==> src/rtl/ahbw_pkg.sv <==
package ahbw_pkg;

  typedef enum logic [1:0] {
    TR_IDLE   = 2'd0,
    TR_BUSY   = 2'd1,
    TR_NONSEQ = 2'd2,
    TR_SEQ    = 2'd3
  } ahbw_trans_e;

  typedef enum logic [2:0] {
    ST_IDLE,
    ST_WAIT,
    ST_DONE,
    ST_ERR1,
    ST_ERR2
  } ahbw_state_e;

  // Byte-lane strobes for a 32-bit word, little-endian lanes.
  function automatic logic [3:0] lane_strobe(logic [2:0] size, logic [1:0] off);
    logic [3:0] s;
    case (size)
      3'd0:    s = 4'b0001 << off;
      3'd1:    s = off[1] ? 4'b1100 : 4'b0011;
      default: s = 4'b1111;
    endcase
    return s;
  endfunction

endpackage

==> src/rtl/ahbw_addr_stage.sv <==
module ahbw_addr_stage
  import ahbw_pkg::*;
#(
  parameter int          ADDR_W = 32,
  parameter int          LOW_W  = 6,
  parameter logic [31:0] ERR_LO = 32'h0000_1000,
  parameter logic [31:0] ERR_HI = 32'h0000_1FFF
) (
  input  logic              clk,
  input  logic              rst_n,
  input  logic              sel_i,
  input  logic [ADDR_W-1:0] addr_i,
  input  logic [1:0]        trans_i,
  input  logic              write_i,
  input  logic [2:0]        size_i,
  input  logic              ready_i,
  output logic              start_o,
  output logic              start_err_o,
  output logic [LOW_W-1:0]  cap_lo_o,
  output logic              cap_write_o,
  output logic [2:0]        cap_size_o,
  output logic              cap_err_o
);

  logic [LOW_W-1:0] lo_q;
  logic             wr_q, err_q;
  logic [2:0]       size_q;
  logic             in_window;

  always_comb begin
    in_window   = (addr_i >= ERR_LO) && (addr_i <= ERR_HI);
    start_o     = sel_i && ((trans_i == TR_NONSEQ) || (trans_i == TR_SEQ));
    start_err_o = in_window;
  end

  // Clock enable: only an edge with the bus ready high ends the prior phase.
  always_ff @(posedge clk or negedge rst_n) begin
    if (!rst_n) begin
      lo_q   <= '0;
      wr_q   <= 1'b0;
      size_q <= '0;
      err_q  <= 1'b0;
    end else if (ready_i) begin
      lo_q   <= addr_i[LOW_W-1:0];
      wr_q   <= write_i && start_o;
      size_q <= size_i;
      err_q  <= in_window && start_o;
    end
  end

  assign cap_lo_o    = lo_q;
  assign cap_write_o = wr_q;
  assign cap_size_o  = size_q;
  assign cap_err_o   = err_q;

  // a stalled bus leaves the captured transfer untouched.
  p_capture_hold_r7: assert property (@(posedge clk) disable iff (!rst_n)
    !ready_i |=> ($stable(lo_q) && $stable(wr_q) && $stable(err_q)));

endmodule

==> src/rtl/ahbw_wait_ctrl.sv <==
module ahbw_wait_ctrl
  import ahbw_pkg::*;
#(
  parameter int CNT_W = 3
) (
  input  logic             clk,
  input  logic             rst_n,
  input  logic             ready_i,
  input  logic             start_i,
  input  logic             start_err_i,
  input  logic [CNT_W-1:0] wait_cfg_i,
  output ahbw_state_e      state_o,
  output logic             ready_o,
  output logic             resp_o
);

  ahbw_state_e      st_q, st_d;
  logic [CNT_W-1:0] cnt_q, cnt_d;
  logic             cnt_en;

  always_comb begin
    st_d   = st_q;
    cnt_d  = cnt_q;
    cnt_en = 1'b0;
    unique case (st_q)
      ST_WAIT: begin
        if (cnt_q == CNT_W'(1)) st_d = ST_DONE;
        cnt_d  = cnt_q - CNT_W'(1);
        cnt_en = 1'b1;
      end
      ST_ERR1: st_d = ST_ERR2;
      default: begin
        if (ready_i) begin
          if (!start_i)                st_d = ST_IDLE;
          else if (start_err_i)        st_d = ST_ERR1;
          else if (wait_cfg_i == '0)   st_d = ST_DONE;
          else begin
            st_d   = ST_WAIT;
            cnt_d  = wait_cfg_i;
            cnt_en = 1'b1;
          end
        end
      end
    endcase
  end

  always_ff @(posedge clk or negedge rst_n) begin
    if (!rst_n) begin
      st_q  <= ST_IDLE;
      cnt_q <= '0;
    end else begin
      st_q <= st_d;
      if (cnt_en) cnt_q <= cnt_d;
    end
  end

  assign state_o = st_q;
  assign ready_o = (st_q == ST_IDLE) || (st_q == ST_DONE) || (st_q == ST_ERR2);
  assign resp_o  = (st_q == ST_ERR1) || (st_q == ST_ERR2);

  // reset holds the bus ready with OKAY.
  p_reset_ready_r1: assert property (@(posedge clk)
    !rst_n |-> (ready_o && !resp_o));

  // no active transfer gives an immediate OKAY completion.
  p_idle_zero_wait_r3: assert property (@(posedge clk) disable iff (!rst_n)
    (ready_i && !start_i) |=> (ready_o && !resp_o));

  // a nonzero wait count stalls with OKAY right after capture.
  p_wait_first_r2: assert property (@(posedge clk) disable iff (!rst_n)
    (ready_i && start_i && !start_err_i && (wait_cfg_i != '0)) |=> (!ready_o && !resp_o));

  // an error starts with a low-ready ERROR cycle, skipping waits.
  p_err_first_r6: assert property (@(posedge clk) disable iff (!rst_n)
    (ready_i && start_i && start_err_i) |=> (!ready_o && resp_o));

  // the second error cycle raises ready and keeps ERROR.
  p_err_second_r6: assert property (@(posedge clk) disable iff (!rst_n)
    (!ready_o && resp_o) |=> (ready_o && resp_o));

endmodule

==> src/rtl/ahbw_store.sv <==
module ahbw_store #(
  parameter int DEPTH  = 16,
  parameter int DATA_W = 32,
  localparam int IDX_W = $clog2(DEPTH),
  localparam int LANES = DATA_W / 8
) (
  input  logic              clk,
  input  logic              wr_en_i,
  input  logic [IDX_W-1:0]  idx_i,
  input  logic [LANES-1:0]  strobe_i,
  input  logic [DATA_W-1:0] wdata_i,
  output logic [DATA_W-1:0] rdata_o
);

  for (genvar b = 0; b < LANES; b++) begin : g_lane
    logic [7:0] lane_q [DEPTH];

    always_ff @(posedge clk) begin
      if (wr_en_i && strobe_i[b]) lane_q[idx_i] <= wdata_i[8*b +: 8];
    end

    assign rdata_o[8*b +: 8] = lane_q[idx_i];
  end

endmodule

==> src/rtl/ahbw_subordinate.sv <==
module ahbw_subordinate
  import ahbw_pkg::*;
#(
  parameter int          DEPTH  = 16,
  parameter int          WAIT_W = 3,
  parameter logic [31:0] ERR_LO = 32'h0000_1000,
  parameter logic [31:0] ERR_HI = 32'h0000_1FFF
) (
  input  logic              clk,
  input  logic              rst_n,
  input  logic              sel_i,
  input  logic [31:0]       addr_i,
  input  logic [1:0]        trans_i,
  input  logic              write_i,
  input  logic [2:0]        size_i,
  input  logic              ready_i,
  input  logic [31:0]       wdata_i,
  input  logic [WAIT_W-1:0] wait_cfg_i,
  output logic [31:0]       rdata_o,
  output logic              ready_o,
  output logic              resp_o
);

  localparam int IDX_W = $clog2(DEPTH);
  localparam int LOW_W = IDX_W + 2;

  logic [1:0]       rst_sync_q;
  logic             rst_int_n;
  logic             start, start_err;
  logic [LOW_W-1:0] cap_lo;
  logic             cap_write, cap_err;
  logic [2:0]       cap_size;
  ahbw_state_e      state;
  logic             wr_en, rd_sel;
  logic [3:0]       strobe;
  logic [31:0]      mem_rd;

  // Asynchronous assertion, synchronous release.
  always_ff @(posedge clk or negedge rst_n) begin
    if (!rst_n) rst_sync_q <= 2'b00;
    else        rst_sync_q <= {rst_sync_q[0], 1'b1};
  end
  assign rst_int_n = rst_sync_q[1];

  ahbw_addr_stage #(
    .ADDR_W(32), .LOW_W(LOW_W), .ERR_LO(ERR_LO), .ERR_HI(ERR_HI)
  ) u_addr (
    .clk(clk), .rst_n(rst_int_n), .sel_i(sel_i), .addr_i(addr_i),
    .trans_i(trans_i), .write_i(write_i), .size_i(size_i), .ready_i(ready_i),
    .start_o(start), .start_err_o(start_err), .cap_lo_o(cap_lo),
    .cap_write_o(cap_write), .cap_size_o(cap_size), .cap_err_o(cap_err)
  );

  ahbw_wait_ctrl #(.CNT_W(WAIT_W)) u_wait (
    .clk(clk), .rst_n(rst_int_n), .ready_i(ready_i), .start_i(start),
    .start_err_i(start_err), .wait_cfg_i(wait_cfg_i),
    .state_o(state), .ready_o(ready_o), .resp_o(resp_o)
  );

  always_comb begin
    strobe = lane_strobe(cap_size, cap_lo[1:0]);
    wr_en  = (state == ST_DONE) && cap_write && ready_i;
    rd_sel = (state == ST_DONE) && !cap_write;
  end

  ahbw_store #(.DEPTH(DEPTH), .DATA_W(32)) u_store (
    .clk(clk), .wr_en_i(wr_en), .idx_i(cap_lo[LOW_W-1:2]),
    .strobe_i(strobe), .wdata_i(wdata_i), .rdata_o(mem_rd)
  );

  assign rdata_o = rd_sel ? mem_rd : '0;

  // storage is never written for a transfer in the forbidden window.
  p_no_err_write_r6: assert property (@(posedge clk) disable iff (!rst_int_n)
    wr_en |-> !cap_err);

endmodule

==> config.mk <==
export PLATFORM = sky130hd
export DESIGN_NAME = ahbw_subordinate
export DESIGN_NICKNAME = d
export VERILOG_FILES = /design/src/rtl/ahbw_pkg.sv /design/src/rtl/ahbw_addr_stage.sv /design/src/rtl/ahbw_wait_ctrl.sv /design/src/rtl/ahbw_store.sv /design/src/rtl/ahbw_subordinate.sv
export SDC_FILE = /design/constraint.sdc
export NUM_CORES = 1
export LEC_CHECK = 0
export BUFFER_PORTS_ARGS = -buffer_cell sky130_fd_sc_hd__buf_2
export CORE_MARGIN = 8
export CORE_UTILIZATION = 50
export DETAILED_ROUTE_END_ITERATION = 8
export PLACE_DENSITY = 0.64
export SKIP_LAST_GASP = 1
export SLEW_MARGIN = 20
export SYNTH_ARGS = -nofsm -noshare
export SYNTH_HDL_FRONTEND = slang
export SYNTH_SLANG_ARGS = --single-unit
==> constraint.sdc <==
create_clock -name clk -period 2.1 [get_ports clk]
set_input_delay 0.21 -clock clk [delete_from_list [all_inputs] [get_ports clk]]
set_output_delay 0.21 -clock clk [all_outputs]
set_load 0.1 [all_outputs]
==> impl_metrics.toml, run 1 <==
[cells_and_area]
final_area_mm2 = 0.02647
synthToLayoutAreaGrowth_pct = 28.03
final_layout_size_suffix_gt1_share_pct = 42.67
design.final.nets = 1357
diodes = 0
finish.utilization_pct = 64.83

[timing]
hold_violations = 0
unrepaired_setup_endpoints_after_global_routing = "yes"
slew_headroom_pct = 54.94
whs_ns = 0.02846
final.min_clock_period_ns = 2.764
tns_ns = -19.04
timing.final.max_slew_violations = 0
worst_slew_pin_slew_ns = 0.6759
setup_viol = 32
setup_slack_ns = -0.6644
maximum_operating_frequency_mhz = 361.7
fin_worst_skew_ns = 0.01012
final.period_utilization_pct = 131.6

[critical_path]
crit_buf_inv = 4
critPathCaptureType = "output port"
worst_path_max_delay_cell = "dfrtp_4"
r2r-start = "u_wait.state_o[0]$_DFFE_PN0P_"
cp_cell_sequence = "buf_12, buf_12, mux4_2, mux2i_2, buf_4, o22ai_4, buf_12"
worst-endpoint-arrival_ns = 2.55
worst-r2r-setup-slack_ns = 0.07
required_ns = 1.89
crit_family = "multiplexers"
timing.critical_path.slowest_cell_delay_ns = 0.52
path_class = "reg2out"
timing.critical_path.from_type = "flip-flop"
reg2regPathDepth = 6
critical_path_peak_fanout = 7
crit-reg2reg-capture = "u_store.g_lane[2].lane_q[8][5]$_DFFE_PP_"
crit_top_cell = "buf_12"

[synthesis]
postSynthNetCount = 1053
post_synth.cell_area_avg_um2 = 21.23
synth_ff_type = "edfxtp_1"
number_of_enable_type_register_cells_in_the_synthesized_netlist = 512
ys_seq_elements = 530
distinct_cells_synth = 35
synth-warning-count = 0
asyncSetResetFlopFracSynth_pct = 3.396
synth_seq_area_share_pct = 76.54
yosysTopAreaCell = "edfxtp_1"
netlist_instances = 974
synth_area_mm2 = 0.02067
synth_top_cell_area_share_pct = 74.36
ys_top_cells_by_area = "edfxtp_1, mux4_2, mux2i_1"

[clock_network]
cts_max_level = 2
insertion_delay_ns = 0.57
cts-root-to-sink-buffers = 3
cts_root_buffer = "clkbuf_16"
tritoncts_num_sinks = 530
tritoncts_buffers = 52
clk_pin_slew_ns = 0.06
tritoncts = "built"

[route]
antenna_violating_nets_post_route = 0
route.detailed.wl_per_inst_um = 23.66
viasPerCell = 5.621
detailroute.via_count = 10394
drt_iter0_markers = 865
totalWireLength_um = 43740
detail_route.first_pass.iterations = 5
drc = 0

[floorplan]
rows = 74
floorplan_die_width_um = 219.3
design.die.area_mm2 = 0.04811
die_h_um = 219.3
top_level_i_o_count = 111
initial_core_util_pct = 50.63
core_region_area_mm2 = 0.04083

[global_route]
grt_pass1_vias = 10944
grt_start_max_net_pins = 38
grt_pass1_wl_um = 66280
antenna_found_initial = 0
globalRouteTotalUtil_pct = 18.47
grt-ovfl-total = 0

[power]
power_density_mw_per_mm2 = 897.2
worst_ir_drop_vdd_mv = 0.6990
cellLeakagePower_nw = 8.751

[place]
weighted_congestion_at_the_end_of_routability_driven_global_placement = 0.7491
dp_slack_ns = -0.2179
placed_cell_area_mm2 = 0.02359
dp.final_hpwl_um = 27980
io_buffer_count = 103

[outcome]
violations = "negative setup slack"
outcome = "finished, violations left"

[min_path]
hold_path_startpoint = "wait_cfg_i[2]"
min_path_type = "in2reg"
whs_endpoint = "u_wait.cnt_q[2]$_DFFE_PN0P_"
worstHoldPathCells = 3

[run]
drv.max_cap_violation_count = 0
-- cells by family (layout without fill, tap and decap cells) --
group	count (synthesis)	count (layout)	share of synthesized area (%)
DFF	530	530	76.54
other	1	1	0.01814
and+or+nand+nor	129	129	2.826
adders and majority gates	2	2	0.1210
buffers and inverters	61	404	1.537
AOI/OAI and AO/OA	52	52	1.531
muxes	199	199	17.42
-- cells in the final DEF, fill, tap and decap left out, drive strengths merged, types with 3 or more instances in the layout --
cell type / count
edfxtp: 512
buf: 270
mux4: 128
clkbuf: 73
nor2: 72
mux2i: 64
o22ai: 32
dlygate4sd3: 32
nand2: 20
dfrtp: 18
clkinv: 18
o21ai: 11
inv: 9
nand3: 8
mux2: 7
nor2b: 6
nor4: 5
nor3: 4
nand4: 3
nand2b: 3
nor4b: 3
-- state kept, by name (all words and copies together) (netlist names) --
signal and flops:
rst_sync_q 2, u_store.g_lane.lane_q 512, u_addr.cap_lo_o 6, u_wait.cnt_q 3
u_addr.cap_size_o 3, u_wait.state_o 3, u_addr.cap_write_o 1
-- worst max path at each step --
stage / from / end / slack [ns] / cells after the start
finish: u_addr.cap_lo_o[2]$_DFFE_PN0P_ / rdata_o[13] / -0.66 / 7
floorplan: u_wait.state_o[0]$_DFFE_PN0P_ / rdata_o[21] / -0.00004 / 4
detailed placement: u_addr.cap_lo_o[2]$_DFFE_PN0P_ / rdata_o[13] / -0.22 / 7
CTS: u_addr.cap_lo_o[2]$_DFFE_PN0P_ / rdata_o[25] / -0.72 / 8
global route: u_addr.cap_lo_o[2]$_DFFE_PN0P_ / rdata_o[30] / -0.74 / 6
global placement: u_addr.cap_lo_o[2]$_DFFE_PN0P_ / rdata_o[13] / -0.23 / 7
-- per-layer routing --
metal	GRT usage [%]	vias to the layer above	part of all wire, %
li1	-	4656	-
met2	31.19	298	51
met5	0	-	0
met4	5.205	0	2.0
met1	25.01	5384	42
met3	2.630	56	5.0
-- what timing repair did --
item                                    CTS  global route
gates cloned                              4             0
hold endpoints to repair                185             0
setup buffers                            11             2
endpoints found under the setup margin  174           441
hold buffers                             32             0
pin swaps                                20            17
resized for setup                       186            32
-- layout make-up --
cell class	instances	area, um^2
Inverter	9	33.78
Fill cell	2657	14360
Multi-Input combinational cell	383	5366
Sequential cell	530	15840
Timing Repair Buffer	302	3030
Clock inverter	20	133.9
Clock buffer	73	1401
Tap cell	532	665.6
-- power breakdown --
| part | switching (W) | total [W] | internal [W] |
|---|---|---|---|
| Combinational | 0.00192 | 0.00356 | 0.00164 |
| Sequential | 0.0000852 | 0.0117 | 0.0117 |
| Clock | 0.00358 | 0.00844 | 0.00486 |
| Total | 0.00559 | 0.0237 | 0.0182 |
-- metrics by stage --
step	total power (W)	instances
after floorplan	0.01399	974
after CTS	0.02391	1851
final	0.02375	1849
after detailed placement	0.01501	1713
after global routing	0.02453	1849
after global placement	0.01497	1713
-- synth_stat cells (3+ instances only) --
library cell / count
buf_2: 20
nand2_1: 20
mux2_2: 7
nand2b_1: 3
edfxtp_1: 512
nand3_1: 8
o22ai_1: 32
nor4_1: 5
buf_4: 5
nor2_1: 72
dfrtp_1: 18
buf_1: 7
nor2b_1: 6
o21ai_0: 11
clkbuf_1: 14
buf_6: 6
mux2i_1: 64
nor3_1: 4
mux4_2: 128
inv_1: 9
-- worst min-delay path: stages --
cell and delay, ns:
buf_2 0.09, nor4_1 0.05, a211oi_1 0.19
Power figures use the tool's default switching activity.
==> run 2: changes to the inputs <==
--- a/config.mk
+++ b/config.mk
@@ -7,9 +7,9 @@
 export LEC_CHECK = 0
 export BUFFER_PORTS_ARGS = -buffer_cell sky130_fd_sc_hd__buf_2
 export CORE_MARGIN = 8
-export CORE_UTILIZATION = 50
+export CORE_UTILIZATION = 55
 export DETAILED_ROUTE_END_ITERATION = 8
-export PLACE_DENSITY = 0.64
+export PLACE_DENSITY = 0.7
 export SKIP_LAST_GASP = 1
 export SLEW_MARGIN = 20
 export SYNTH_ARGS = -nofsm -noshare
==> constraint.sdc (replaced) <==
create_clock -name clk -period 2.1 [get_ports clk]
set_input_delay 0.525 -clock clk [delete_from_list [all_inputs] [get_ports clk]]
set_output_delay 0.525 -clock clk [all_outputs]
set_load 0.1 [all_outputs]
==> impl_metrics.toml, run 2 (synthesis results as in run 1) <==
[global_route]
grt_pass1_wl_um = 66220
globalRouteTotalUtil_pct = 20.06
grt_start_max_net_pins = 33
grt-ovfl-total = 0
antenna_found_initial = 1
grt_pass1_vias = 11151

[cells_and_area]
final_layout_size_suffix_gt1_share_pct = 47.51
layout_common_cells = "edfxtp_1, mux4_2, buf_4, buf_12, buf_2"
regMostFlops = "u_store.g_lane.lane_q"
finish.utilization_pct = 71.50
synthToLayoutAreaGrowth_pct = 29.03
largest_register_ff_count = 512
final_area_mm2 = 0.02668
design.final.nets = 1343
layout.cells.most_common = "edfxtp_1"
diodes = 0

[power]
power_report.internal_total_w = 0.01843
worst_ir_drop_vdd_mv = 0.6057
combPwrFrac_pct = 14.7
cellLeakagePower_nw = 8.821
p_sw_share_pct = 23.59
power_density_mw_per_mm2 = 904.0
pwr-share-seq_pct = 48.7
power.switching_w = 0.005690
pwr-share-clk_pct = 36.6

[route]
totalWireLength_um = 45110
detailroute.via_count = 10506
viasPerCell = 5.906
drc = 0
antenna_violating_nets_post_route = 0
route.detailed.wl_per_inst_um = 25.36
drt_iter0_markers = 1085
detail_route.first_pass.iterations = 5

[timing]
slew_headroom_pct = 56.08
setup_slack_ns = -0.9633
maximum_operating_frequency_mhz = 326.4
hold_violations = 0
timing.final.max_slew_violations = 0
fin_worst_skew_ns = 0.01234
unrepaired_setup_endpoints_after_global_routing = "yes"
tns_ns = -51.36
worst_slew_pin_slew_ns = 0.6587
final.min_clock_period_ns = 3.063
setup_viol = 377
final.period_utilization_pct = 145.9

[min_path]
min_path_type = "in2reg"
hold_path_startpoint = "addr_i[1]"

[clock_network]
cts_max_level = 2
tritoncts = "built"
tritoncts_buffers = 51
cts-root-to-sink-buffers = 3
clk_pin_slew_ns = 0.06
cts_root_buffer = "clkbuf_16"
tritoncts_num_sinks = 530
insertion_delay_ns = 0.56

[critical_path]
r2r-start = "u_addr.cap_lo_o[2]$_DFFE_PN0P_"
critPathCaptureType = "output port"
path_class = "reg2out"
critical_path_peak_fanout = 8
timing.critical_path.from_type = "flip-flop"
required_ns = 1.57
worst-endpoint-arrival_ns = 2.54
critical_path_startpoint = "u_addr.cap_lo_o[2]$_DFFE_PN0P_"

[floorplan]
initial_core_util_pct = 55.41
top_level_i_o_count = 111
die_h_um = 209.9
floorplan_die_width_um = 209.9
design.die.area_mm2 = 0.04405
core_region_area_mm2 = 0.03731
rows = 71

[place]
dp_slack_ns = -0.5135
placed_cell_area_mm2 = 0.02415
io_buffer_count = 103
weighted_congestion_at_the_end_of_routability_driven_global_placement = 0.7589
dp.final_hpwl_um = 27410

[run]
drv.max_cap_violation_count = 0

[outcome]
outcome = "finished, violations left"
violations = "negative setup slack"
run 2: cell types whose count changed in the layout (fill, tap and decap cells not counted), sizes merged:
cell | previous run | this run
dlygate4sd3 | 32 | 1
buf | 270 | 283
clkbuf | 73 | 75
clkinv | 18 | 20
bufinv | 2 | 3
clkinvlp | 0 | 1
run 2: repair_timing:
| action | 4_1_cts | 5_1_grt |
|---|---|---|
| hold endpoints to repair | 2 | 0 |
| cloned | 0 | 5 |
| pin swaps | 2 | 8 |
| buffers inserted | 5 | 10 |
| resized for setup | 82 | 76 |
| endpoints found under the setup margin | 138 | 408 |
| hold buffers | 1 | 0 |
run 2: layout make-up:
| class | count | area [um^2] |
|---|---|---|
| multi-input cells | 383 | 5418 |
| clock inverters | 24 | 190.2 |
| flip-flops and latches | 530 | 15840 |
| clock buffers | 70 | 1441 |
| well taps | 474 | 593.1 |
| repair buffers | 289 | 3163 |
| fillers | 2157 | 10630 |
| inverters | 9 | 33.78 |
run 2: layer usage:
layer / up-vias / part of all wire, % / global-route usage (%)
met1: 5471 / 40 / 26.37
li1: 4620 / - / -
met3: 69 / 5.5 / 3.192
met2: 344 / 52 / 34.70
met4: 2 / 2.1 / 5.419
met5: - / 0.029 / 0
run 2: power by group through the flow:
stage / combinational, W / clock, W / sequential [W]
2_1_floorplan: 0.00214 / 0 / 0.0119
3_3_place_gp: 0.00304 / 0 / 0.0120
3_5_place_dp: 0.00309 / 0 / 0.0120
4_1_cts: 0.00331 / 0.00896 / 0.0117
5_1_grt: 0.00374 / 0.00937 / 0.0118
6_report: 0.00355 / 0.00882 / 0.0117
run 2: per-stage QoR:
step,total power [W],instances,hold WS [ns]
4_1_cts,0.02401,1765,0.1652
5_1_grt,0.02486,1779,0.1889
3_3_place_gp,0.01500,1665,0.2848
2_1_floorplan,0.01409,974,0.1998
6_report,0.02412,1779,0.1839
3_5_place_dp,0.01506,1665,0.2959
run 2: critical path, cell delays in order (launching register included):
cell and delay [ns]:
dfrtp_4 0.52, buf_12 0.17, buf_4 0.14, buf_12 0.14
mux4_2 0.41, mux2i_1 0.16, buf_4 0.16, o22ai_4 0.08
buf_12 0.19
run 2: final timing paths:
path,endpoint,slack [ns],cells past startpoint
max reg2reg,u_store.g_lane[0].lane_q[0][7]$_DFFE_PP_,-0.13,7
max in group asynchronous,u_addr.cap_lo_o[3]$_DFFE_PN0P_,1.34,0
min reg2reg,u_wait.state_o[0]$_DFFE_PN0P_,0.27,0
min,u_addr.cap_lo_o[1]$_DFFE_PN0P_,0.18,3
min in group asynchronous,u_wait.state_o[0]$_DFFE_PN0P_,0.27,0
max,rdata_o[30],-0.96,8
